**src/rtl/atm_txs_pkg.sv**
```systemverilog
package atm_txs_pkg;

  localparam int unsigned OCTET_W   = 8;
  localparam int unsigned HDR_LEN   = 4;
  localparam int unsigned PAY_LEN   = 48;
  localparam int unsigned FIFO_W    = 32;

  // True when the cell offset is the reserved header-check slot.
  function automatic logic pos_is_hec(input int pos, input int hdr);
    return (pos == hdr);
  endfunction

  // Octet lane inside the FIFO word that feeds a cell offset.
  // Offsets past the reserved slot map back by one stored byte.
  function automatic int pos_lane(input int pos, input int hdr, input int wbytes);
    int stored;
    stored = (pos > hdr) ? pos - 1 : pos;
    return stored % wbytes;
  endfunction

endpackage

```
**src/rtl/atm_txs_seq.sv**
```systemverilog
module atm_txs_seq #(
  parameter int unsigned CELL_BYTES = 53,
  parameter int unsigned POS_W      = $clog2(CELL_BYTES)
) (
  input  logic             clk,
  input  logic             rst,
  input  logic             step,
  output logic [POS_W-1:0] pos,
  output logic             at_boundary,
  output logic             at_last
);

  localparam logic [POS_W-1:0] LAST_POS = POS_W'(CELL_BYTES - 1);

  assign at_boundary = (pos == '0);
  assign at_last     = (pos == LAST_POS);

  always_ff @(posedge clk) begin
    if (rst) begin
      pos <= '0;
    end else if (step) begin
      pos <= at_last ? '0 : pos + POS_W'(1);
    end
  end

  AST_POS_BOUND: assert property (@(posedge clk) disable iff (rst)
    pos <= LAST_POS);

  AST_WRAP_TO_BOUNDARY: assert property (@(posedge clk) disable iff (rst)
    (step && at_last) |=> at_boundary);

endmodule

```
**src/rtl/atm_txs_unpack.sv**
```systemverilog
module atm_txs_unpack
  import atm_txs_pkg::*;
#(
  parameter int unsigned WORD_W    = 32,
  parameter int unsigned BYTE_W    = 8,
  parameter int unsigned HDR_BYTES = 4,
  parameter int unsigned POS_W     = 6
) (
  input  logic              clk,
  input  logic              rst,
  input  logic              load,
  input  logic [POS_W-1:0]  pos,
  input  logic [WORD_W-1:0] word_in,
  output logic [BYTE_W-1:0] byte_out,
  output logic              rd_need,
  output logic              hec_slot
);

  localparam int unsigned WORD_BYTES = WORD_W / BYTE_W;
  localparam int unsigned LANE_W     = (WORD_BYTES > 1) ? $clog2(WORD_BYTES) : 1;

  logic [WORD_W-1:0] word_q;
  logic [LANE_W-1:0] lane_idx;
  logic [BYTE_W-1:0] lane_byte [WORD_BYTES];

  assign hec_slot = pos_is_hec(int'(pos), int'(HDR_BYTES));
  assign lane_idx = LANE_W'(pos_lane(int'(pos), int'(HDR_BYTES), int'(WORD_BYTES)));
  assign rd_need  = !hec_slot && (lane_idx == '0);

  for (genvar g = 0; g < WORD_BYTES; g++) begin : g_lane
    assign lane_byte[g] = word_q[WORD_W-1-g*BYTE_W -: BYTE_W];
  end

  always_comb begin
    if (hec_slot)            byte_out = '0;
    else if (lane_idx == '0) byte_out = word_in[WORD_W-1 -: BYTE_W];
    else                     byte_out = lane_byte[lane_idx];
  end

  always_ff @(posedge clk) begin
    if (rst) begin
      word_q <= '0;
    end else if (load && rd_need) begin
      word_q <= word_in;
    end
  end

  AST_HEC_NO_LANE_READ: assert property (@(posedge clk) disable iff (rst)
    hec_slot |-> !rd_need);

endmodule

```
**src/rtl/atm_txs_unfl.sv**
```systemverilog
module atm_txs_unfl (
  input  logic clk,
  input  logic rst,
  input  logic set,
  input  logic clr,
  output logic flag
);

  always_ff @(posedge clk) begin
    if (rst)      flag <= 1'b0;
    else if (set) flag <= 1'b1;
    else if (clr) flag <= 1'b0;
  end

  AST_UNFL_STICKY: assert property (@(posedge clk) disable iff (rst)
    (flag && !clr) |=> flag);

  AST_UNFL_SET: assert property (@(posedge clk) disable iff (rst)
    set |=> flag);

endmodule

```
**src/rtl/atm_tx_cell_serializer.sv**
```systemverilog
module atm_tx_cell_serializer
  import atm_txs_pkg::*;
#(
  parameter int unsigned WORD_W    = FIFO_W,
  parameter int unsigned BYTE_W    = OCTET_W,
  parameter int unsigned HDR_BYTES = HDR_LEN,
  parameter int unsigned PAY_BYTES = PAY_LEN
) (
  input  logic              clk,
  input  logic              rst,
  input  logic [WORD_W-1:0] fifo_rdata,
  input  logic              cell_avail,
  output logic              fifo_rd,
  output logic [BYTE_W-1:0] phy_data,
  output logic              phy_valid,
  output logic              phy_soc,
  input  logic              phy_ready,
  output logic              unfl_flag,
  input  logic              unfl_clr
);

  localparam int unsigned CELL_BYTES = HDR_BYTES + 1 + PAY_BYTES;
  localparam int unsigned POS_W      = $clog2(CELL_BYTES);

  logic [POS_W-1:0]  pos;
  logic              at_boundary;
  logic              at_last;
  logic [BYTE_W-1:0] next_byte;
  logic              rd_need;
  logic              hec_slot;

  // Named internal events
  logic out_free;     // output register empty or being taken
  logic step;         // an octet is loaded this cycle
  logic cell_start;   // first octet of a cell is loaded
  logic hec_load;     // header-check placeholder is loaded
  logic starve;       // boundary reached with nothing to send

  assign out_free   = !phy_valid || phy_ready;
  assign step       = out_free && (!at_boundary || cell_avail);
  assign cell_start = out_free && at_boundary && cell_avail;
  assign hec_load   = step && hec_slot;
  assign starve     = out_free && at_boundary && !cell_avail && phy_ready;
  assign fifo_rd    = step && rd_need;

  atm_txs_seq #(
    .CELL_BYTES(CELL_BYTES),
    .POS_W     (POS_W)
  ) u_seq (
    .clk        (clk),
    .rst        (rst),
    .step       (step),
    .pos        (pos),
    .at_boundary(at_boundary),
    .at_last    (at_last)
  );

  atm_txs_unpack #(
    .WORD_W   (WORD_W),
    .BYTE_W   (BYTE_W),
    .HDR_BYTES(HDR_BYTES),
    .POS_W    (POS_W)
  ) u_unpack (
    .clk     (clk),
    .rst     (rst),
    .load    (step),
    .pos     (pos),
    .word_in (fifo_rdata),
    .byte_out(next_byte),
    .rd_need (rd_need),
    .hec_slot(hec_slot)
  );

  atm_txs_unfl u_unfl (
    .clk (clk),
    .rst (rst),
    .set (starve),
    .clr (unfl_clr),
    .flag(unfl_flag)
  );

  always_ff @(posedge clk) begin
    if (rst) begin
      phy_valid <= 1'b0;
      phy_soc   <= 1'b0;
      phy_data  <= '0;
    end else if (out_free) begin
      phy_valid <= step;
      phy_soc   <= cell_start;
      phy_data  <= step ? next_byte : '0;
    end
  end

  AST_STALL_HOLD: assert property (@(posedge clk) disable iff (rst)
    (phy_valid && !phy_ready) |=> (phy_valid && $stable(phy_data) && $stable(phy_soc)));

  AST_NO_READ_IN_STALL: assert property (@(posedge clk) disable iff (rst)
    (phy_valid && !phy_ready) |-> !fifo_rd);

  AST_SOC_WITH_VALID: assert property (@(posedge clk) disable iff (rst)
    phy_soc |-> phy_valid);

  AST_HEC_ZERO: assert property (@(posedge clk) disable iff (rst)
    hec_load |=> (phy_valid && phy_data == '0));

  AST_LAST_THEN_BOUNDARY: assert property (@(posedge clk) disable iff (rst)
    (step && at_last) |=> !phy_soc);

  AST_STARVE_NO_VALID: assert property (@(posedge clk) disable iff (rst)
    starve |=> !phy_valid);

endmodule

```
**config.mk**
```make
export PLATFORM = sky130hd
export DESIGN_NAME = atm_tx_cell_serializer
export DESIGN_NICKNAME = d
export VERILOG_FILES = /design/src/rtl/atm_txs_pkg.sv /design/src/rtl/atm_txs_seq.sv /design/src/rtl/atm_txs_unpack.sv /design/src/rtl/atm_txs_unfl.sv /design/src/rtl/atm_tx_cell_serializer.sv
export SDC_FILE = /design/constraint.sdc
export NUM_CORES = 1
export LEC_CHECK = 0
export ABC_AREA = 1
export BUFFER_PORTS_ARGS = -buffer_cell sky130_fd_sc_hd__buf_2
export CORE_MARGIN = 4
export CORE_UTILIZATION = 45
export CTS_CLUSTER_SIZE = 10
export DETAILED_ROUTE_END_ITERATION = 8
export PLACE_DENSITY = 0.76
export SYNTH_ARGS = -nofsm -noshare
export SYNTH_HDL_FRONTEND = slang
export SYNTH_SLANG_ARGS = --single-unit
```
**constraint.sdc**
```tcl
create_clock -name clk -period 2.2 [get_ports clk]
set_input_delay 0 -clock clk [delete_from_list [all_inputs] [get_ports clk]]
set_output_delay 0 -clock clk [all_outputs]
set_load 0.1 [all_outputs]
```
==> impl_metrics.tcl, run 1 <==
set metrics [dict create \
    hold_viol 0 \
    die_w_um 79.8 \
    drtAntennaViolNets 0 \
    synth-seq-area-share 0.422 \
    mostFrequentLayoutCells "nand3_1, nor2_1, dfxtp_1, buf_2, nand2_1" \
    cts_buffers 5 \
    fin_skew_ns 0.00672 \
    drive_gt1_frac 0.214 \
    cp.required_ns 2.44 \
    track_usage 0.195 \
    grt_pass1_vias 2133 \
    worstPathCellList "inv_2 > ha_2 > inv_2 > a21oi_4 > nand3_1 > nand2_2 > buf_6 > clkinvlp_4 > nand3_1 > nand3_1 > a21oi_1" \
    cts_tree "done" \
    holdPathStages 3 \
    drc 0 \
    reg2reg_depth 11 \
    cp_data_arrival_time_ns 2.24 \
    setup_ws_ns 0.194 \
    avgSynthCellArea_sq_um 7.23 \
    multi_input_area_sq_mm 0.00116 \
    rsz0062_at_grt "no" \
    critPathKind "reg2reg" \
    max_freq_mhz 498 \
    grt_overflow 0 \
    pin_count 49 \
    rrSetupSlack_ns 0.19 \
    yosys_register_bits 49 \
    min_period_over_period 0.912 \
    peakVddDrop_uv 668 \
    grt_max_degree 27 \
    drtPass1Iterations 6 \
    first_iter_violations 269 \
    post-route-min-period_ns 2.01 \
    netlist_area_sq_mm 0.00232 \
    h-tree-depth 2 \
    hold_path_class "in2reg" \
    die_area_sq_mm 0.00637 \
    hold-path-endpoint "u_unpack.lane_byte[31]" \
    place.gp.congestion 0.840 \
    wl_per_cell_um 12.7 \
    cts_root_buf "clkbuf_8" \
    wirelength_mm 5.91 \
    cp_num_buf_inv 4 \
    maxCapViolCount 0 \
    post-place-ws_ns 0.116 \
    crit_fanout 18 \
    ff_latch_area_sq_um 982 \
    antenna_found_initial 0 \
    fillers 417 \
    final_common_cell "nand3_1" \
    rows 25 \
    core_area_sq_mm 0.00485 \
    ys_types 27 \
    vias_per_cell 5.18 \
    holdCritStartpoint "fifo_rdata[31]" \
    die_h_um 79.8 \
    cts_sinks 49 \
    r2r-start "u_seq.pos[0]" \
    tns_ns 0 \
    p_per_area_mw_per_mm2 1080 \
    startpoint "u_seq.pos[0]" \
    area_growth_pct 32.2 \
    path_common_cell "nand3_1" \
    slew_headroom 0.561 \
    worst_pin_slew_ns 0.658 \
    critPathCaptureType "flip-flop" \
    io_buffers 48 \
    antenna_cells 0 \
    crit_slowest_cell "dfxtp_2" \
    status "finished, final reports clean" \
    ys_warn_count 0 \
    setup-violations-final 0 \
    cpLargestDelayFamily "buffers and inverters" \
    syn_nets 360 \
    vias 2407 \
    slew_violations 0 \
    clockBufferDepth 2 \
    synth_cells 321 \
    finalNetCount 436 \
    cts.clk_slew.worst_paths_ns 0.09 \
    timing.rr.end "phy_data[6]" \
    dpl.hpwl_mm 3.95 \
    startpoint_type "flip-flop" \
    cp_slowest_stage_delay_ns 0.36 \
    grt_pass1_wl_mm 9.85 \
    initial_core_util 0.479 \
    clk_latency_ns 0.30 \
    leakagePower_uw 0.00135 \
]
timing repair:
action / in CTS / in global routing
buffers inserted: 0 / 2
pin swaps: 0 / 1
endpoints found under the setup margin: 1 / 33
hold buffers: 27 / 0
hold endpoints to repair: 26 / 0
resized for setup: 2 / 6
gates cloned: 1 / 0
per-stage QoR:
step           hold WS [ns]   util  total power (uW)  area [sq um]  cells
6_report            0.00103  0.633              3330          3070    465
3_3_place_gp          0.235  0.541              2460          2630    427
2_1_floorplan         0.143      -              2220          2320    321
5_1_grt            0.000480  0.633              3520          3070    465
3_5_place_dp          0.244  0.541              2480          2630    427
4_1_cts             0.00560  0.627              3290          3040    463
how the worst max path moves through the flow:
| stage | cells after the start | to |
|---|---|---|
| after detailed placement | 12 | phy_data[4] |
| after global routing | 11 | phy_data[1] |
| after CTS | 9 | fifo_rd |
| after global placement | 12 | phy_data[4] |
| after floorplan | 10 | u_unpack.lane_byte[15] |
| final | 11 | phy_data[6] |
per-layer routing:
metal | global-route usage | part of all wire | vias up | wire, um
met5 | 0 | 0 | - | 0
met4 | 0.0591 | 0.011 | 0 | 66
met3 | 0.0508 | 0.10 | 5 | 600
met1 | 0.270 | 0.46 | 1064 | 2720
li1 | - | - | 1226 | -
met2 | 0.295 | 0.43 | 112 | 2530
cells by family after synthesis:
kind of cell | share of synthesized area
buffers and inverters | 0.0803
DFF | 0.422
and+or+nand+nor | 0.365
AOI/OAI and AO/OA | 0.122
adders and majority gates | 0.0108
area by class of cell:
cell class | instances | share of cell area
clock buffer | 5 | 0.0224
clock inverter | 3 | 0.0212
multi-input combinational | 233 | 0.378
timing repair buffer | 83 | 0.196
inverter | 24 | 0.0330
sequential | 49 | 0.320
timing repair inverter | 1 | 0.00204
tap | 67 | 0.0273
state kept, by name (all words and copies together) (netlist names):
| signal | flops |
|---|---|
| u_unpack.lane_byte | 32 |
| phy_soc | 1 |
| phy_data | 8 |
| u_unfl.flag | 1 |
| phy_valid | 1 |
| u_seq.pos | 6 |
worst reg2reg max path, stage by stage (launching register included):
cell and delay [ns]:
dfxtp_2 0.36, inv_2 0.10, ha_2 0.22, inv_2 0.05, a21oi_4 0.17, nand3_1 0.11, nand2_2 0.12, buf_6 0.20
clkinvlp_4 0.19, nand3_1 0.14, nand3_1 0.11, a21oi_1 0.17
report_power, final:
| part | total, uW | switching [uW] | leakage (uW) | internal, uW |
|---|---|---|---|---|
| sequential | 1200 | 114 | 0.000404 | 1080 |
| combinational | 1370 | 929 | 0.000874 | 442 |
| clock | 763 | 312 | 0.0000681 | 452 |
| total | 3330 | 1350 | 0.00135 | 1970 |
synthesized netlist by cell type (all sizes together):
library cell,instances,area share
clkbuf,6,0.0097
nor3,4,0.0086
inv,24,0.040
buf,9,0.031
nand2,40,0.072
dfxtp,49,0.42
ha,2,0.011
o21ai,27,0.058
nand3b,1,0.0032
nand3,64,0.15
nor2,60,0.11
nand4,9,0.024
or2,1,0.0027
a21oi,25,0.064
(Power assumes the default switching activity.)
==> run 2: changes to the inputs <==
--- a/config.mk
+++ b/config.mk
@@ -12,6 +12,7 @@
 export CTS_CLUSTER_SIZE = 10
 export DETAILED_ROUTE_END_ITERATION = 8
 export PLACE_DENSITY = 0.76
+export REMOVE_ABC_BUFFERS = 1
 export SYNTH_ARGS = -nofsm -noshare
 export SYNTH_HDL_FRONTEND = slang
 export SYNTH_SLANG_ARGS = --single-unit
==> run 2 against run 1 <==
  * Utilization rose by 0.59 points
  * Die area unchanged
  * Via count decreased by 0.71%
  * Sequential power is essentially flat
  * Design area increased by 0.94%
  * Largest power group unchanged
  * Total power shrank 4.8%
  * Sequential share of layout area shrank 0.34 points
  * Clock power down 25%
  * Combinational power is 3% higher
==> impl_metrics.tcl, run 2 (same netlist as run 1, synthesis figures left out) <==
set metrics [dict create \
    multi_input_area_sq_mm 0.00116 \
    final_common_cell "nand3_1" \
    status "finished, final reports clean" \
    rrSetupSlack_ns 0.16 \
    leakagePower_uw 0.00138 \
    rows 25 \
    core_area_sq_mm 0.00485 \
    pin_count 49 \
    wirelength_mm 5.96 \
    p_per_area_mw_per_mm2 1020 \
    first_iter_violations 140 \
    grt_overflow 0 \
    place.gp.congestion 0.801 \
    fin_skew_ns 0.00557 \
    post-place-ws_ns 0.158 \
    worstSetupEndpoint "u_unpack.lane_byte[18]" \
    min_period_over_period 0.927 \
    dr.max_layer_used "met4" \
    cp.required_ns 2.40 \
    startpoint_type "flip-flop" \
    grt_pass1_wl_mm 9.71 \
    utilization 0.639 \
    worst_pin_slew_ns 0.491 \
    drive_gt1_frac 0.221 \
    die_h_um 79.8 \
    cts_root_buf "clkbuf_8" \
    h-tree-depth 2 \
    vias 2390 \
    reg2reg_depth 11 \
    hold_ws_ns 0.0130 \
    met1_length_mm 2.55 \
    critPathKind "reg2reg" \
    p_total_uw 3170 \
    wl_per_cell_um 12.5 \
    setup_ws_ns 0.161 \
    drtAntennaViolNets 0 \
    wl_met2_mm 2.98 \
    cts_sinks 49 \
    peakVddDrop_uv 571 \
    setup-violations-final 0 \
    r2r-start "u_seq.pos[0]" \
    holdCritStartpoint "fifo_rdata[24]" \
    max_freq_mhz 491 \
    initial_core_util 0.479 \
    cp_data_arrival_time_ns 2.24 \
    finalNetCount 446 \
    clk_latency_ns 0.30 \
    cts_tree "done" \
    fillers 441 \
    antenna_cells 0 \
    hold_viol 0 \
    ff_latch_area_sq_um 981 \
    crit_fanout 11 \
    vias_per_cell 5.03 \
    slew_headroom 0.675 \
    drc 0 \
    cts.clk_slew.worst_paths_ns 0.09 \
    antenna_found_initial 0 \
    die_area_sq_mm 0.00637 \
    maxCapViolCount 0 \
    drtPass1Iterations 4 \
    grt_max_degree 26 \
    area_growth_pct 33.4 \
    wl_met3_um 358 \
    timing.rr.end "u_unpack.lane_byte[18]" \
    mostFrequentLayoutCells "nand3_1, nor2_1, dfxtp_1, buf_2, nand2_1" \
    tns_ns 0 \
    dpl.hpwl_mm 3.97 \
    grt_pass1_vias 2157 \
    slew_violations 0 \
    track_usage 0.192 \
    clockBufferDepth 2 \
    critPathCaptureType "flip-flop" \
    cts_buffers 5 \
    io_buffers 48 \
    startpoint "u_seq.pos[0]" \
    post-route-min-period_ns 2.04 \
    largest_reg_flops 32 \
    die_w_um 79.8 \
    hold_path_class "in2reg" \
]
run 2: cell types whose count changed in the layout (fill, tap and decap cells not counted), moves of 2 or more:
| cell | previous run | this run |
|---|---|---|
| nand2_2 | 5 | 3 |
| bufinv_16 | 2 | 0 |
| clkbuf_8 | 5 | 7 |
| buf_4 | 6 | 16 |
| dlygate4sd3_1 | 27 | 29 |
run 2: how the worst min path moves through the flow:
| stage | cells after the start | slack, ns | to |
|---|---|---|---|
| finish | 3 | 0.01 | u_unpack.lane_byte[24] |
| global route | 3 | 0.002 | u_unpack.lane_byte[24] |
| CTS | 3 | 0.001 | u_unpack.lane_byte[28] |
| detailed placement | 3 | 0.24 | u_unpack.lane_byte[5] |
| global placement | 3 | 0.23 | u_unpack.lane_byte[2] |
| floorplan | 1 | 0.07 | phy_data[0] |
run 2: repair_timing:
item,in CTS,in global routing
hold buffers,28,1
endpoints found under the setup margin,1,12
resized for setup,3,2
buffers inserted,0,6
pin swaps,0,2
cloned,1,0
hold endpoints to repair,27,1
run 2: through the flow:
| step | instances | instance area (sq um) |
|---|---|---|
| after floorplan | 306 | 2230 |
| after global placement | 431 | 2640 |
| after detailed placement | 431 | 2640 |
| after CTS | 468 | 3040 |
| after global routing | 475 | 3100 |
| final | 475 | 3100 |
run 2: metal layers:
layer	vias up	track usage
met5	-	0
met4	0	0.0608
li1	1248	-
met3	6	0.0418
met1	1073	0.245
met2	63	0.323
run 2: final cells by class:
class / count / area share
Sequential cell: 49 / 0.317
Tap cell: 67 / 0.0271
Timing Repair inverter: 1 / 0.00202
Clock inverter: 1 / 0.00162
Inverter: 24 / 0.0315
Multi-Input combinational cell: 233 / 0.375
Timing Repair Buffer: 93 / 0.215
Clock buffer: 7 / 0.0311
run 2: worst max-delay path, cell delays in order (launching register included):
cell	delay, ns
dfxtp_1	0.37
inv_2	0.11
ha_2	0.22
inv_2	0.05
a21oi_4	0.16
nand3_1	0.14
nand2_4	0.18
nand3_4	0.17
buf_4	0.19
buf_4	0.15
o21ai_0	0.14
nor2_1	0.05
run 2: power breakdown:
part | internal, uW | switching [uW]
clock | 284 | 291
sequential | 1080 | 106
combinational | 470 | 938
total | 1830 | 1330
==> run 3: changes to the inputs <==
--- a/config.mk
+++ b/config.mk
@@ -11,6 +11,8 @@
 export CORE_UTILIZATION = 45
 export CTS_CLUSTER_SIZE = 10
 export DETAILED_ROUTE_END_ITERATION = 8
+export GPL_TIMING_DRIVEN = 0
+export HOLD_SLACK_MARGIN = 0.08
 export PLACE_DENSITY = 0.76
 export REMOVE_ABC_BUFFERS = 1
 export SYNTH_ARGS = -nofsm -noshare
==> run 3 against run 2 <==
  * Non-clock buffer count down 4
  * Largest cell class unchanged
  * Clock skew up 0.0052 ns
  * Combinational power about the same
  * Clock power up 13%
  * Die area unchanged
  * Register-to-register slack worse by 0.08 ns
  * Design area up 3.2%
  * Highest routed layer unchanged
  * Global-route usage up 1.2 points
  * Clock-buffer cell count down 1
  * Largest power group unchanged
==> impl_metrics.tcl, run 3 (same netlist as run 1, synthesis figures left out) <==
set metrics [dict create \
    cts_tree "done" \
    wl_per_cell_um 13.4 \
    post-route-min-period_ns 2.12 \
    drive_gt1_frac 0.214 \
    h-tree-depth 2 \
    mostFrequentLayoutCells "nand3_1, nor2_1, dfxtp_1, buf_2, dlygate4sd3_1" \
    power_frac_comb 0.436 \
    io_buffers 48 \
    drc 0 \
    final_area_sq_mm 0.00320 \
    p_int_uw 1870 \
    hold_path_class "in2reg" \
    area_growth_pct 37.6 \
    first_iter_violations 213 \
    cp_data_arrival_time_ns 2.30 \
    slew_headroom 0.563 \
    drtAntennaViolNets 0 \
    hold_viol 0 \
    grt_overflow 0 \
    peakVddDrop_uv 459 \
    vias_per_cell 5.21 \
    wl_met3_um 411 \
    worstPathCellList "inv_4 > ha_4 > inv_2 > a21oi_4 > buf_4 > nand3_2 > nand3_1 > nand3_1 > nand3_1 > a21oi_1" \
    grt_pass1_wl_mm 10.4 \
    die_w_um 79.8 \
    core_area_sq_mm 0.00485 \
    max_freq_mhz 472 \
    pin_count 49 \
    cp_slowest_stage_delay_ns 0.40 \
    die_area_sq_mm 0.00637 \
    antenna_found_initial 0 \
    status "finished, final reports clean" \
    p_seq_frac 0.365 \
    die_h_um 79.8 \
    p_sw_frac 0.430 \
    finalNetCount 444 \
    dpl.hpwl_mm 3.64 \
    largest_reg_flops 32 \
    antenna_cells 0 \
    fin_skew_ns 0.0108 \
    vias 2466 \
    drtPass1Iterations 6 \
    p_per_area_mw_per_mm2 1030 \
    fillers 417 \
    dr.max_layer_used "met4" \
    tns_ns 0 \
    startpoint_type "flip-flop" \
    final_common_cell "nand3_1" \
    wirelength_mm 6.36 \
    slew_violations 0 \
    initial_core_util 0.479 \
    path_common_cell "nand3_1" \
    switchingPower_uw 1410 \
    grt_max_degree 27 \
    clk_latency_ns 0.31 \
    clockBufferDepth 2 \
    cts_buffers 5 \
    track_usage 0.205 \
    place.gp.congestion 0.831 \
    cp.required_ns 2.38 \
    cts_root_buf "clkbuf_8" \
    met1_length_mm 2.80 \
    cts.clk_slew.worst_paths_ns 0.09 \
    critPathKind "reg2reg" \
    placed_cell_area_sq_mm 0.00255 \
    setup-violations-final 0 \
    maxCapViolCount 0 \
    critPathCaptureType "flip-flop" \
    crit_fanout 16 \
    min_period_over_period 0.962 \
    worst_pin_slew_ns 0.656 \
    clkPwrFrac 0.199 \
    crit_slowest_cell "dfxtp_4" \
    rows 25 \
    cts_sinks 49 \
    leakagePower_uw 0.00139 \
    grt_pass1_vias 2220 \
    wl_met2_mm 3.05 \
]
-- run 3: cell count changes in the layout (fill, tap and decap cells not counted), moves of 2 or more --
cell	delta
clkbuf_8	-2
dlygate4sd3_1	+7
nand2_8	+2
buf_8	+2
nand3_1	-2
nand2_1	-2
buf_4	-12
nand3_4	+2
-- run 3: per-stage QoR --
step,power (uW),std cells,setup WS [ns],utilization,hold WS (ns)
floorplan,2140,306,-0.332,-,0.0691
global placement,2370,421,-0.564,0.526,0.235
detailed placement,2400,421,-0.657,0.526,0.242
CTS,3220,470,0.0137,0.648,0.222
global route,3460,473,-0.0292,0.659,0.168
finish,3280,473,0.0834,0.659,0.128
-- run 3: critical path: cells and delay by family, from the launching register on --
kind | cells | cell delay, ns
AND/OR/NAND/NOR | 4 | 0.76
flip-flops | 1 | 0.40
AO/OA/AOI/OAI | 2 | 0.34
buffers and inverters | 3 | 0.33
adder cells (fa/ha/maj) | 1 | 0.17
-- run 3: worst paths after layout --
check	start	end	slack (ns)	cells after the start
setup / recovery	u_seq.pos[0]	phy_data[6]	0.08	10
hold / removal	phy_ready	phy_valid	0.13	4
setup reg to reg	u_seq.pos[0]	phy_data[6]	0.08	10
hold reg to reg	u_unpack.lane_byte[25]	u_unpack.lane_byte[25]	0.47	2
-- run 3: layout make-up --
type / instances / area, sq um / share of cell area
Clock buffer: 6 / 72.6 / 0.0227
Clock inverter: 2 / 38.8 / 0.0121
Inverter: 24 / 100 / 0.0313
Multi-Input combinational cell: 235 / 1250 / 0.392
Sequential cell: 49 / 985 / 0.308
Tap cell: 67 / 83.8 / 0.0262
Timing Repair Buffer: 89 / 656 / 0.205
Timing Repair inverter: 1 / 6.26 / 0.00196
-- run 3: per-layer routing --
| layer | GRT usage | vias up |
|---|---|---|
| met3 | 0.0406 | 14 |
| met5 | 0 | - |
| li1 | - | 1247 |
| met2 | 0.357 | 104 |
| met4 | 0.0541 | 0 |
| met1 | 0.256 | 1101 |
-- run 3: what timing repair did --
action / in CTS / in global routing
resized for setup: 20 / 7
endpoints found under the hold margin: 42 / 0
gates cloned: 3 / 0
pin swaps: 3 / 2
setup buffers: 2 / 3
hold buffers: 36 / 0
setup endpoints to repair: 41 / 41
-- run 3: power by group through the flow --
stage                     Sequential [uW]  Clock [uW]  Combinational (uW)
final                                1200         652                1430
after global routing                 1220         688                1550
after floorplan                      1450           0                 695
after CTS                            1190         655                1370
after global placement               1200           0                1180
after detailed placement             1200           0                1200
